<file path="src/rtl/trace_pkg.sv">
package trace_pkg;
  localparam int PKT_BYTES = 6;

  typedef enum logic [1:0] {
    SRC_SYNC = 2'd0,
    SRC_HW   = 2'd1,
    SRC_STIM = 2'd2,
    SRC_TS   = 2'd3
  } srcT;

  typedef struct packed {
    logic load;   // capture a new packet from src
    srcT  src;    // source being loaded or currently sent
    logic shift;  // one byte accepted downstream
    logic done;   // last byte of the packet accepted
  } ctrlStrobeT;

  typedef struct packed {
    logic sync;
    logic hw;
    logic stim;
    logic ts;
  } reqT;
endpackage

</file>
<file path="src/rtl/trace_ctrl.sv">
module trace_ctrl
  import trace_pkg::*;
(
  input  logic       clk,
  input  logic       rstN,
  input  logic       traceEn,
  input  reqT        req,
  input  logic       lastByte,
  input  logic       outReady,
  output ctrlStrobeT stb,
  output logic       outValid
);
  logic busyQ;
  srcT  srcQ;
  srcT  grant;

  always_comb begin
    if (req.sync)      grant = SRC_SYNC;
    else if (req.hw)   grant = SRC_HW;
    else if (req.stim) grant = SRC_STIM;
    else               grant = SRC_TS;
    stb.load  = !busyQ && traceEn && (req.sync || req.hw || req.stim || req.ts);
    stb.src   = busyQ ? srcQ : grant;
    stb.shift = busyQ && outReady;
    stb.done  = busyQ && outReady && lastByte;
  end

  always_ff @(posedge clk or negedge rstN) begin
    if (!rstN) begin
      busyQ <= 1'b0;
      srcQ  <= SRC_SYNC;
    end else if (stb.load) begin
      busyQ <= 1'b1;
      srcQ  <= grant;
    end else if (stb.done) begin
      busyQ <= 1'b0;
    end
  end

  assign outValid = busyQ;
endmodule

</file>
<file path="src/rtl/trace_dpath.sv">
module trace_dpath
  import trace_pkg::*;
#(
  parameter int NPORTS   = 4,
  parameter int HW_BYTES = 2,
  parameter int TS_W     = 21
) (
  input  logic                  clk,
  input  logic                  rstN,
  input  logic                  traceEn,
  input  logic                  busWrEn,
  input  logic [4:0]            busAddr,
  input  logic [1:0]            busSize,
  input  logic [31:0]           busWrData,
  output logic [NPORTS-1:0]     portReady,
  output logic                  stimOverflow,
  input  logic                  hwValid,
  input  logic [8*HW_BYTES-1:0] hwRecord,
  output logic                  hwReady,
  input  logic                  wpTrig,
  input  logic                  tsSrcSel,
  input  logic                  bitTick,
  input  logic [1:0]            tsPrescale,
  input  ctrlStrobeT            stb,
  output reqT                   req,
  output logic                  lastByte,
  output logic [7:0]            outData
);
  localparam int IDX_W     = (NPORTS > 1) ? $clog2(NPORTS) : 1;
  localparam int TS_GROUPS = (TS_W + 6) / 7;
  localparam int PAD_W     = 7 * TS_GROUPS;
  localparam int BUF_W     = 8 * PKT_BYTES;
  localparam logic [TS_W-1:0] TS_MAX = '1;

  // ---------------- stimulus port bank ----------------
  logic [NPORTS-1:0] stimPend;
  logic [31:0]       stimDataW [NPORTS];
  logic [1:0]        stimSizeW [NPORTS];
  logic              wrHit;
  logic              wrBlocked;
  logic [IDX_W-1:0]  stimSel;
  logic              takeStim;

  always_comb begin
    wrHit     = busWrEn && traceEn && (busSize != 2'd0) && ({1'b0, busAddr} < 6'(NPORTS));
    wrBlocked = 1'b0;
    for (int i = 0; i < NPORTS; i++)
      if (busAddr == 5'(i) && stimPend[i]) wrBlocked = 1'b1;
    stimSel = '0;
    for (int i = NPORTS - 1; i >= 0; i--)
      if (stimPend[i]) stimSel = IDX_W'(i);
  end

  assign takeStim = stb.load && (stb.src == SRC_STIM);

  for (genvar p = 0; p < NPORTS; p++) begin : g_port
    logic        pend;
    logic [31:0] data;
    logic [1:0]  size;
    always_ff @(posedge clk or negedge rstN) begin
      if (!rstN) begin
        pend <= 1'b0;
        data <= '0;
        size <= '0;
      end else if (takeStim && stimSel == IDX_W'(p)) begin
        pend <= 1'b0;
      end else if (wrHit && busAddr == 5'(p) && !pend) begin
        pend <= 1'b1;
        data <= busWrData;
        size <= busSize;
      end
    end
    assign stimPend[p]  = pend;
    assign stimDataW[p] = data;
    assign stimSizeW[p] = size;
    assign portReady[p] = !pend;
  end

  always_ff @(posedge clk or negedge rstN) begin
    if (!rstN)                      stimOverflow <= 1'b0;
    else if (wrHit && wrBlocked)    stimOverflow <= 1'b1;
  end

  // ---------------- hardware record slot ----------------
  logic                  hwFull;
  logic [8*HW_BYTES-1:0] hwBuf;

  assign hwReady = traceEn && !hwFull;

  always_ff @(posedge clk or negedge rstN) begin
    if (!rstN) begin
      hwFull <= 1'b0;
      hwBuf  <= '0;
    end else if (stb.load && stb.src == SRC_HW) begin
      hwFull <= 1'b0;
    end else if (hwValid && hwReady) begin
      hwFull <= 1'b1;
      hwBuf  <= hwRecord;
    end
  end

  // ---------------- sync request from trigger edge ----------------
  logic trigQ;
  logic syncPend;

  always_ff @(posedge clk or negedge rstN) begin
    if (!rstN) begin
      trigQ    <= 1'b0;
      syncPend <= 1'b0;
    end else begin
      trigQ <= wpTrig;
      if (wpTrig && !trigQ && traceEn)            syncPend <= 1'b1;
      else if (stb.load && stb.src == SRC_SYNC)   syncPend <= 1'b0;
    end
  end

  // ---------------- prescaler and timestamp counter ----------------
  logic            baseTick;
  logic            tsTick;
  logic [5:0]      divCnt;
  logic [5:0]      divLimit;
  logic [TS_W-1:0] tsCnt;
  logic            tsPend;

  always_comb begin
    case (tsPrescale)
      2'd0:    divLimit = 6'd0;
      2'd1:    divLimit = 6'd3;
      2'd2:    divLimit = 6'd15;
      default: divLimit = 6'd63;
    endcase
    baseTick = traceEn && (tsSrcSel ? bitTick : 1'b1);
    tsTick   = baseTick && (divCnt >= divLimit);
  end

  always_ff @(posedge clk or negedge rstN) begin
    if (!rstN) begin
      divCnt <= '0;
      tsCnt  <= '0;
      tsPend <= 1'b0;
    end else begin
      if (baseTick) divCnt <= tsTick ? 6'd0 : divCnt + 6'd1;
      if (stb.load && stb.src == SRC_TS)     tsCnt <= '0;
      else if (tsTick && tsCnt != TS_MAX)    tsCnt <= tsCnt + 1'b1;
      if (stb.load && stb.src == SRC_TS)                       tsPend <= 1'b0;
      else if (stb.done && stb.src != SRC_TS && tsCnt != '0)   tsPend <= 1'b1;
    end
  end

  assign req = '{sync: syncPend, hw: hwFull, stim: |stimPend, ts: tsPend};

  // ---------------- packet builder and byte shifter ----------------
  logic [BUF_W-1:0] nxtBuf;
  logic [2:0]       nxtLen;
  logic [PAD_W-1:0] tsPad;
  int               tsLen;
  logic [BUF_W-1:0] pktBuf;
  logic [2:0]       remQ;

  always_comb begin
    tsPad = PAD_W'(tsCnt);
    tsLen = 1;
    for (int g = 1; g < TS_GROUPS; g++)
      if ((tsPad >> (7 * g)) != '0) tsLen = g + 1;
    nxtBuf = '0;
    nxtLen = 3'd1;
    case (stb.src)
      SRC_SYNC: begin
        nxtBuf[BUF_W-1 -: 8] = 8'h80;
        nxtLen = 3'd6;
      end
      SRC_HW: begin
        nxtBuf[8*HW_BYTES-1:0] = hwBuf;
        nxtLen = 3'(HW_BYTES);
      end
      SRC_STIM: begin
        nxtBuf[7:0]  = {5'(stimSel), stimSizeW[stimSel], 1'b1};
        nxtBuf[39:8] = stimDataW[stimSel];
        case (stimSizeW[stimSel])
          2'd1:    nxtLen = 3'd2;
          2'd2:    nxtLen = 3'd3;
          default: nxtLen = 3'd5;
        endcase
      end
      default: begin
        for (int g = 0; g < TS_GROUPS; g++)
          nxtBuf[8*g +: 8] = {(g < tsLen - 1), tsPad[7*g +: 7]};
        nxtLen = 3'(tsLen);
      end
    endcase
  end

  always_ff @(posedge clk or negedge rstN) begin
    if (!rstN) begin
      pktBuf <= '0;
      remQ   <= '0;
    end else if (stb.load) begin
      pktBuf <= nxtBuf;
      remQ   <= nxtLen;
    end else if (stb.shift) begin
      pktBuf <= pktBuf >> 8;
      remQ   <= remQ - 3'd1;
    end
  end

  assign lastByte = (remQ == 3'd1);
  assign outData  = pktBuf[7:0];
endmodule

</file>
<file path="src/rtl/trace_pkt_emitter.sv">
module trace_pkt_emitter
  import trace_pkg::*;
#(
  parameter int NPORTS   = 4,
  parameter int HW_BYTES = 2,
  parameter int TS_W     = 21
) (
  input  logic                  clk,
  input  logic                  rstN,
  input  logic                  traceEn,
  input  logic                  busWrEn,
  input  logic [4:0]            busAddr,
  input  logic [1:0]            busSize,
  input  logic [31:0]           busWrData,
  output logic [NPORTS-1:0]     portReady,
  output logic                  stimOverflow,
  input  logic                  hwValid,
  input  logic [8*HW_BYTES-1:0] hwRecord,
  output logic                  hwReady,
  input  logic                  wpTrig,
  input  logic                  tsSrcSel,
  input  logic                  bitTick,
  input  logic [1:0]            tsPrescale,
  output logic                  outValid,
  output logic [7:0]            outData,
  input  logic                  outReady
);
  ctrlStrobeT stb;
  reqT        req;
  logic       lastByte;

  trace_ctrl u_ctrl (
    .clk(clk), .rstN(rstN), .traceEn(traceEn), .req(req),
    .lastByte(lastByte), .outReady(outReady), .stb(stb), .outValid(outValid)
  );

  trace_dpath #(.NPORTS(NPORTS), .HW_BYTES(HW_BYTES), .TS_W(TS_W)) u_dpath (
    .clk(clk), .rstN(rstN), .traceEn(traceEn),
    .busWrEn(busWrEn), .busAddr(busAddr), .busSize(busSize), .busWrData(busWrData),
    .portReady(portReady), .stimOverflow(stimOverflow),
    .hwValid(hwValid), .hwRecord(hwRecord), .hwReady(hwReady),
    .wpTrig(wpTrig), .tsSrcSel(tsSrcSel), .bitTick(bitTick), .tsPrescale(tsPrescale),
    .stb(stb), .req(req), .lastByte(lastByte), .outData(outData)
  );
endmodule

</file>
<file path="config.mk">
export PLATFORM = sky130hd
export DESIGN_NAME = trace_pkt_emitter
export DESIGN_NICKNAME = d
export VERILOG_FILES = /design/src/rtl/trace_pkg.sv /design/src/rtl/trace_ctrl.sv /design/src/rtl/trace_dpath.sv /design/src/rtl/trace_pkt_emitter.sv
export SDC_FILE = /design/constraint.sdc
export NUM_CORES = 1
export LEC_CHECK = 0
export BUFFER_PORTS_ARGS = -buffer_cell sky130_fd_sc_hd__buf_2
export CAP_MARGIN = 25
export CORE_ASPECT_RATIO = 2
export CORE_UTILIZATION = 30
export CTS_CLUSTER_DIAMETER = 30
export DETAILED_ROUTE_END_ITERATION = 12
export GPL_TIMING_DRIVEN = 0
export PLACE_DENSITY_LB_ADDON = 0.25
export SYNTH_ARGS = -nofsm -noshare
export SYNTH_HDL_FRONTEND = slang
export SYNTH_SLANG_ARGS = --single-unit
</file>
<file path="constraint.sdc">
create_clock -name clk -period 1.95 [get_ports clk]
set_input_delay 0.39 -clock clk [delete_from_list [all_inputs] [get_ports clk]]
set_output_delay 0.39 -clock clk [all_outputs]
set_load 0.02 [all_outputs]
</file>
* Word level (Yosys, flattened, before mapping)
Index checks and enable logic that the tools add are counted.
** Word-level totals
- Register bits :: 242
- Input bits :: 66
** Cells by class
- Add/sub/neg operators :: 4
- Magnitude comparators :: 6
- Equality and inequality tests :: 16
- Mux-type cells :: 51
- Bitwise logic cells :: 6
- Reductions and logical operators :: 72
** Operator list (count)
- $mux W48 :: 2
- $bmux W32 S2 :: 1
- $mux W32 :: 2
- $reduce_bool A21 Y1 :: 3
- $pmux W16 S3 :: 1
- $mux W21 :: 2
- $logic_and A1 B1 Y1 :: 37
- $lt A1 B32 Y1 const A :: 1
- $lt A2 B32 Y1 const A :: 1
- $lt A3 B32 Y1 const A :: 1
- $mux W1 :: 22
- $mux W2 :: 11
- $reduce_bool A2 Y1 :: 11
- $add A21 B1 Y21 const B :: 1
- $ne A21 B21 Y1 const B :: 1
- $pmux W6 S3 :: 1
- $mux W16 :: 1
- $pmux W8 S2 :: 1
- $eq A2 B2 Y1 const B :: 6
- $eq A5 B2 Y1 const B :: 2
- $reduce_and A2 Y1 :: 5
- $pmux W3 S3 :: 1
- $eq A2 B1 Y1 const B :: 4
- $mux W8 :: 1
- 21 further kinds :: 36

* Longest topological paths before layout
- Depth in word-level cells :: 12
- Mapped depth :: 9
- Gate-level depth less buffers :: 7

* Hierarchy
From an unflattened synthesis, not the netlist that was laid out.
** Second synthesis, totals
- Cell total of the unflattened synthesis :: 981
- Area total of the unflattened synthesis :: 11577.4 µm²
** Modules (own cells, without submodules)
- trace_dpath :: instances 1, cells each 960, area an instance 11385.9 µm², seq. area each 5805.6 µm²
- trace_ctrl :: instances 1, cells each 21, area an instance 191.4 µm², seq. area each 75.1 µm²

* Worst setup path before layout
No wires, ideal clock.
- Kind :: input-to-reg
- Start point :: input tsPrescale[0]
- End point :: register u_dpath.divCnt[0]
- Arrival time :: 2142 ps
- Slack :: -275 ps
- Stages :: 9
- Buffers on the path :: 2
- Cell sequence :: or2_2 > ha_1 > nand2b_1 > a211oi_1 > o31a_1 > buf_2 > buf_2 > nand2_1 > o21ai_0
** On the way
- Cells in the longest elaborated chain, start to end :: 5
** RTL lines
- start: declaration :: line trace_pkt_emitter.sv:23 : input logic [1:0] tsPrescale,
- $eq A2 B2 Y1 (tied with other cells) :: line trace_dpath.sv:126 : case (tsPrescale)
- $pmux W6 S3 * :: line trace_dpath.sv:126
- $ge A6 B6 Y1 * :: line trace_dpath.sv:133 : tsTick = baseTick && (divCnt >= divLimit);
- $logic_and A1 B1 Y1 * :: line trace_dpath.sv:133
- $mux W6 * :: line trace_dpath.sv:142 : if (baseTick) divCnt <= tsTick ? 6'd0 : divCnt + 6'd1;
- end signal: assignment :: line trace_dpath.sv:142
- end: declaration :: line trace_dpath.sv:120 : logic [5:0] divCnt;
Every way passes the cells marked *; elsewhere a longest branch is shown, timed or not.
A chain may end at the register's enable or synchronous reset.

* Worst setup path after layout
- Start point :: register u_dpath.g_port[1].pend
- End point :: register u_dpath.pktBuf[15]
** On the way
- Cells in the longest elaborated chain, start to end :: 8
** RTL lines
- start: declaration :: line trace_dpath.sv:57 : logic pend;
- start signal: assignment :: line trace_dpath.sv:62 : pend <= 1'b0;
- start signal: assignment :: line trace_dpath.sv:66 : pend <= 1'b0;
- start signal: assignment :: line trace_dpath.sv:68 : pend <= 1'b1;
- $reduce_or A4 Y1 or $mux W2 (tied branches) :: line trace_dpath.sv:150, trace_dpath.sv:51
- $mux W1 or $mux W2 (tied branches) :: line trace_ctrl.sv:20, trace_dpath.sv:51
- $mux W2 or $not A2 Y3 (tied branches) :: line trace_ctrl.sv:19, trace_dpath.sv:178
- $mux W2 or $bmux W32 S2 (tied branches) :: line trace_ctrl.sv:18, trace_dpath.sv:178
- $mux W2 or $mux W32 (tied branches) :: line trace_ctrl.sv:23, trace_dpath.sv:178
- $eq A2 B2 Y1 (tied with other cells) :: line trace_dpath.sv:167 : case (stb.src)
- $pmux W16 S3 :: line trace_dpath.sv:167
- $mux W48 :: line trace_dpath.sv:197 : end else if (stb.load) begin
- end signal: assignment :: line trace_dpath.sv:198 : pktBuf <= nxtBuf;
- end signal: assignment :: line trace_dpath.sv:201 : pktBuf <= pktBuf >> 8;
- end: declaration :: line trace_dpath.sv:157 : logic [BUF_W-1:0] pktBuf;
Parallel ways exist; a longest one is shown, timed or not. The select of a mux whose other input is x is not followed.

==> metrics.md <==
| Metric | Value |
|---|---|
| Via count | `roughly 9k` |
| Final Cell Area | `15440 um^2` |
| Failing checks | `setup timing` |
| DRT Wirelength | `approximately 39000 um` |
| Placer's final routability congestion estimate | `0.8880` |
| Final Skew | `0.009429 ns` |
| Post-Synthesis Net Count | `roughly 1.1k` |
| IO Port Bufs | `79` |
| Via-per-instance ratio | `about 5.4` |
| Total I/O pin count | `81` |
| Vias in the first global route | `between 9k and 10k` |
| Area post-placement | `approximately 12000 um^2` |
| Final Cycle Share | `111.7%` |
| Die area | `38550 um^2` |
| RSZ-0062 raised after global routing | `true` |
| Relative slew slack | `between 50 and 60%` |
| Hold Path Class | `primary input to flip-flop` |
| Routed wire length per instance | `23.04 um` |
| Fraction of layout cells with a size suffix above 1 | `between 40% and 50%` |
| CP Class | `flip-flop to flip-flop` |
| Worst VDD drop | `a little under 0.0008 V` |
| Average cell area after synthesis | `10.94 um^2` |
| DRT Pass-1 Iters | `5` |
| MaxCap Viol Count | `0` |
| Clock-pin slew on the worst setup and hold paths | `0.06 ns` |
| CP Max Fanout | `8` |
| Inserted Diodes | `0` |
| Fill cells | `3501` |
| Clock tree sinks | `235` |
| CP startpoint kind | `flip-flop` |
| Synth cell types | `70` |
| # rows | `100` |
| Initial antenna violation count | `0` |
| Total track usage | `20.45%` |
| Synthesized area | `11320 um^2` |
| Top_reg_cell synth | `dfrtp_1` |
| EDFF count, synth | `0` |
| Critical path arrival | `approximately 2.6 ns` |
| DR iter-0 viols | `596` |
| Drt drc | `0` |
| Synth area leaders | `dfrtp_1 (52%), mux2_2 (15%), nand2_1 (3.2%)` |
| Area Overhead vs Synth | `36.42%` |
| Maximum root-to-sink buffer count | `3` |
| Synth Instances | `1034` |
| First-pass GRT wire length | `roughly 60000 um` |
| Starting Density | `30.45%` |
| Seq/Total Area, Yosys | `51.97%` |
| Nets@finish | `around 1.3k` |
| HPWL Detailed | `27660 um` |
| Measured slew at the worst slew-check pin | `between 0.7 and 0.8 ns` |
| Post-synth top area cell | `dfrtp_1` |
| Tmin final | `2.177 ns` |
| Cts bufs inserted | `31` |
| CP startpoint | `u_dpath.g_port[1].pend` |
| Fmax | `459.3 MHz` |
| Setup-failing EPs final | `60` |
| Share of the synthesized area in the top cell type | `51.97%` |
| CTS tree | `built` |
| Outcome | `finished with violations` |
| Worst hold start | `hwRecord[14]` |
| CTS H-tree lvls | `1` |
| Fin. Hold Viols | `0` |
| Register bit count reported by yosys | `235` |
| Die Y | `276.7 um` |
| Async SR Flop Fraction | `100.0%` |
| Worst endpoint required time | `2.38 ns` |
| Setup TNS | `-6.474 ns` |
| Pwr Density | `1307 nW/um^2` |
| Core ar. | `37160 um^2` |
| Post-route ant nets | `0` |
| Final WS setup | `-0.2274 ns` |
| Total congestion overflow | `0` |
| Synth Warn # | `0` |
| Largest net degree at the start of global routing | `114` |
| Worst-Skew Late Latency | `0.58 ns` |
| Slew Viols, Final | `0` |
| FF-to-FF Start | `u_dpath.g_port[1].pend` |
| Root Driver | `clkbuf_16` |
| Crit. End Element | `flip-flop` |
| Die Wd | `139.3 um` |
| P_leak | `0.006766 uW` |
==> worst paths after layout <==
kind | to | slack [ns] | cells past startpoint
min in group asynchronous | u_dpath.g_port[1].data[4] | 0.22 | 2
max in group asynchronous | u_dpath.tsCnt[3] | 0.33 | 4
hold reg to reg | u_dpath.pktBuf[38] | 0.49 | 2
setup / recovery | u_dpath.pktBuf[15] | -0.23 | 7
hold / removal | u_dpath.hwBuf[14] | 0.05 | 2
setup reg to reg | u_dpath.pktBuf[15] | -0.23 | 7
==> cell usage in the layout (no fill, tap or decap), drive strengths merged, types with 13 or more instances in the layout <==
master	instances
dfrtp	235
buf	196
mux2	152
nand2	95
a21oi	69
clkbuf	67
nor2	56
o21ai	54
nand3	43
a221oi	24
inv	21
nor3	17
nand4	13
==> worst max-delay path, cell delays in order, from the launching register on <==
cell and delay (ns):
dfrtp_1 0.37, buf_6 0.13, or4_4 0.56, o211ai_4 0.25, nor2_4 0.09, buf_8 0.16, a222oi_1 0.31, o211ai_1 0.15
==> layer usage <==
| metal | up-vias | global-route usage, % | wire length [um] |
|---|---|---|---|
| met3 | 134 | 2.283 | 1347 |
| met2 | 277 | 38.84 | 21610 |
| met1 | 4677 | 20.55 | 13380 |
| li1 | 4160 | - | - |
| met4 | 0 | 13.99 | 2824 |
| met5 | - | 0 | 0 |
==> sequential cells by signal, indices dropped and copies added (netlist names), 3 cells and up <==
signal	cells
u_dpath.remQ	3
u_dpath.g_port.data	128
u_dpath.divCnt	6
u_dpath.tsCnt	21
u_dpath.pktBuf	41
u_dpath.g_port.size	8
u_dpath.hwBuf	16
u_dpath.g_port.pend	4
==> area by class of cell <==
| class | instances | area [um^2] | area share, % |
|---|---|---|---|
| multi-input combinational | 704 | 5912 | 38.30 |
| sequential | 235 | 5894 | 38.18 |
| timing repair buffer | 161 | 1303 | 8.437 |
| clock buffer | 38 | 852.1 | 5.520 |
| buffer | 66 | 584.3 | 3.785 |
| tap | 459 | 574.3 | 3.720 |
| clock inverter | 20 | 241.5 | 1.564 |
| inverter | 16 | 76.32 | 0.4944 |
==> cell families after synthesis <==
logic type	after synthesis	share of synthesized area, %
xor+xnor	1	0.07741
simple gates	289	12.56
flops	235	51.97
fa+ha+maj	10	1.106
buf+inv	95	3.826
mux	165	16.39
compound gates	239	14.08
==> through the flow <==
step	hold WS, ns	worst slack [ns]	instances	util, %	power [uW]
finish	0.04633	-0.2274	1699	41.54	20170
CTS	0.03167	-0.2632	1677	39.96	19560
global placement	0.4600	-3.885	1572	33.36	11760
floorplan	0.09441	-0.1221	1034	-	9793
detailed placement	0.2193	-1.094	1577	33.58	11880
global route	0.04433	-0.2573	1699	41.54	21050
==> Yosys cell counts (all sizes together) (3+ instances only) <==
master    n
a211o     4
a21o      9
a21oi    69
a221o     3
a221oi   24
a22o     11
a31o      3
a31oi     7
and2      8
and3      6
and4      4
buf      35
clkbuf   44
dfrtp   235
ha       10
inv      15
mux2    152
mux2i    12
nand2    95
nand2b   11
nand3    43
nand4    13
nor2     56
nor2b     3
nor3     17
nor4     12
o211ai    6
o21ai    54
o221ai    7
o22ai     5
o31a      3
o31ai    10
or4      12
==> power breakdown <==
part / internal [uW] / switching [uW] / leakage, uW
combinational: 3270 / 3890 / 0.00318
sequential: 5940 / 1090 / 0.00306
clock: 3570 / 2410 / 0.000527
total: 12800 / 7390 / 0.00677
==> timing repair <==
item	in CTS	in global routing
endpoints found under the setup margin	209	103
setup buffers	44	27
pin swaps	40	32
endpoints found under the hold margin	29	0
gates resized for setup	251	117
hold buffers	2	0
gates cloned	6	3
Power figures use the tool's default switching activity.
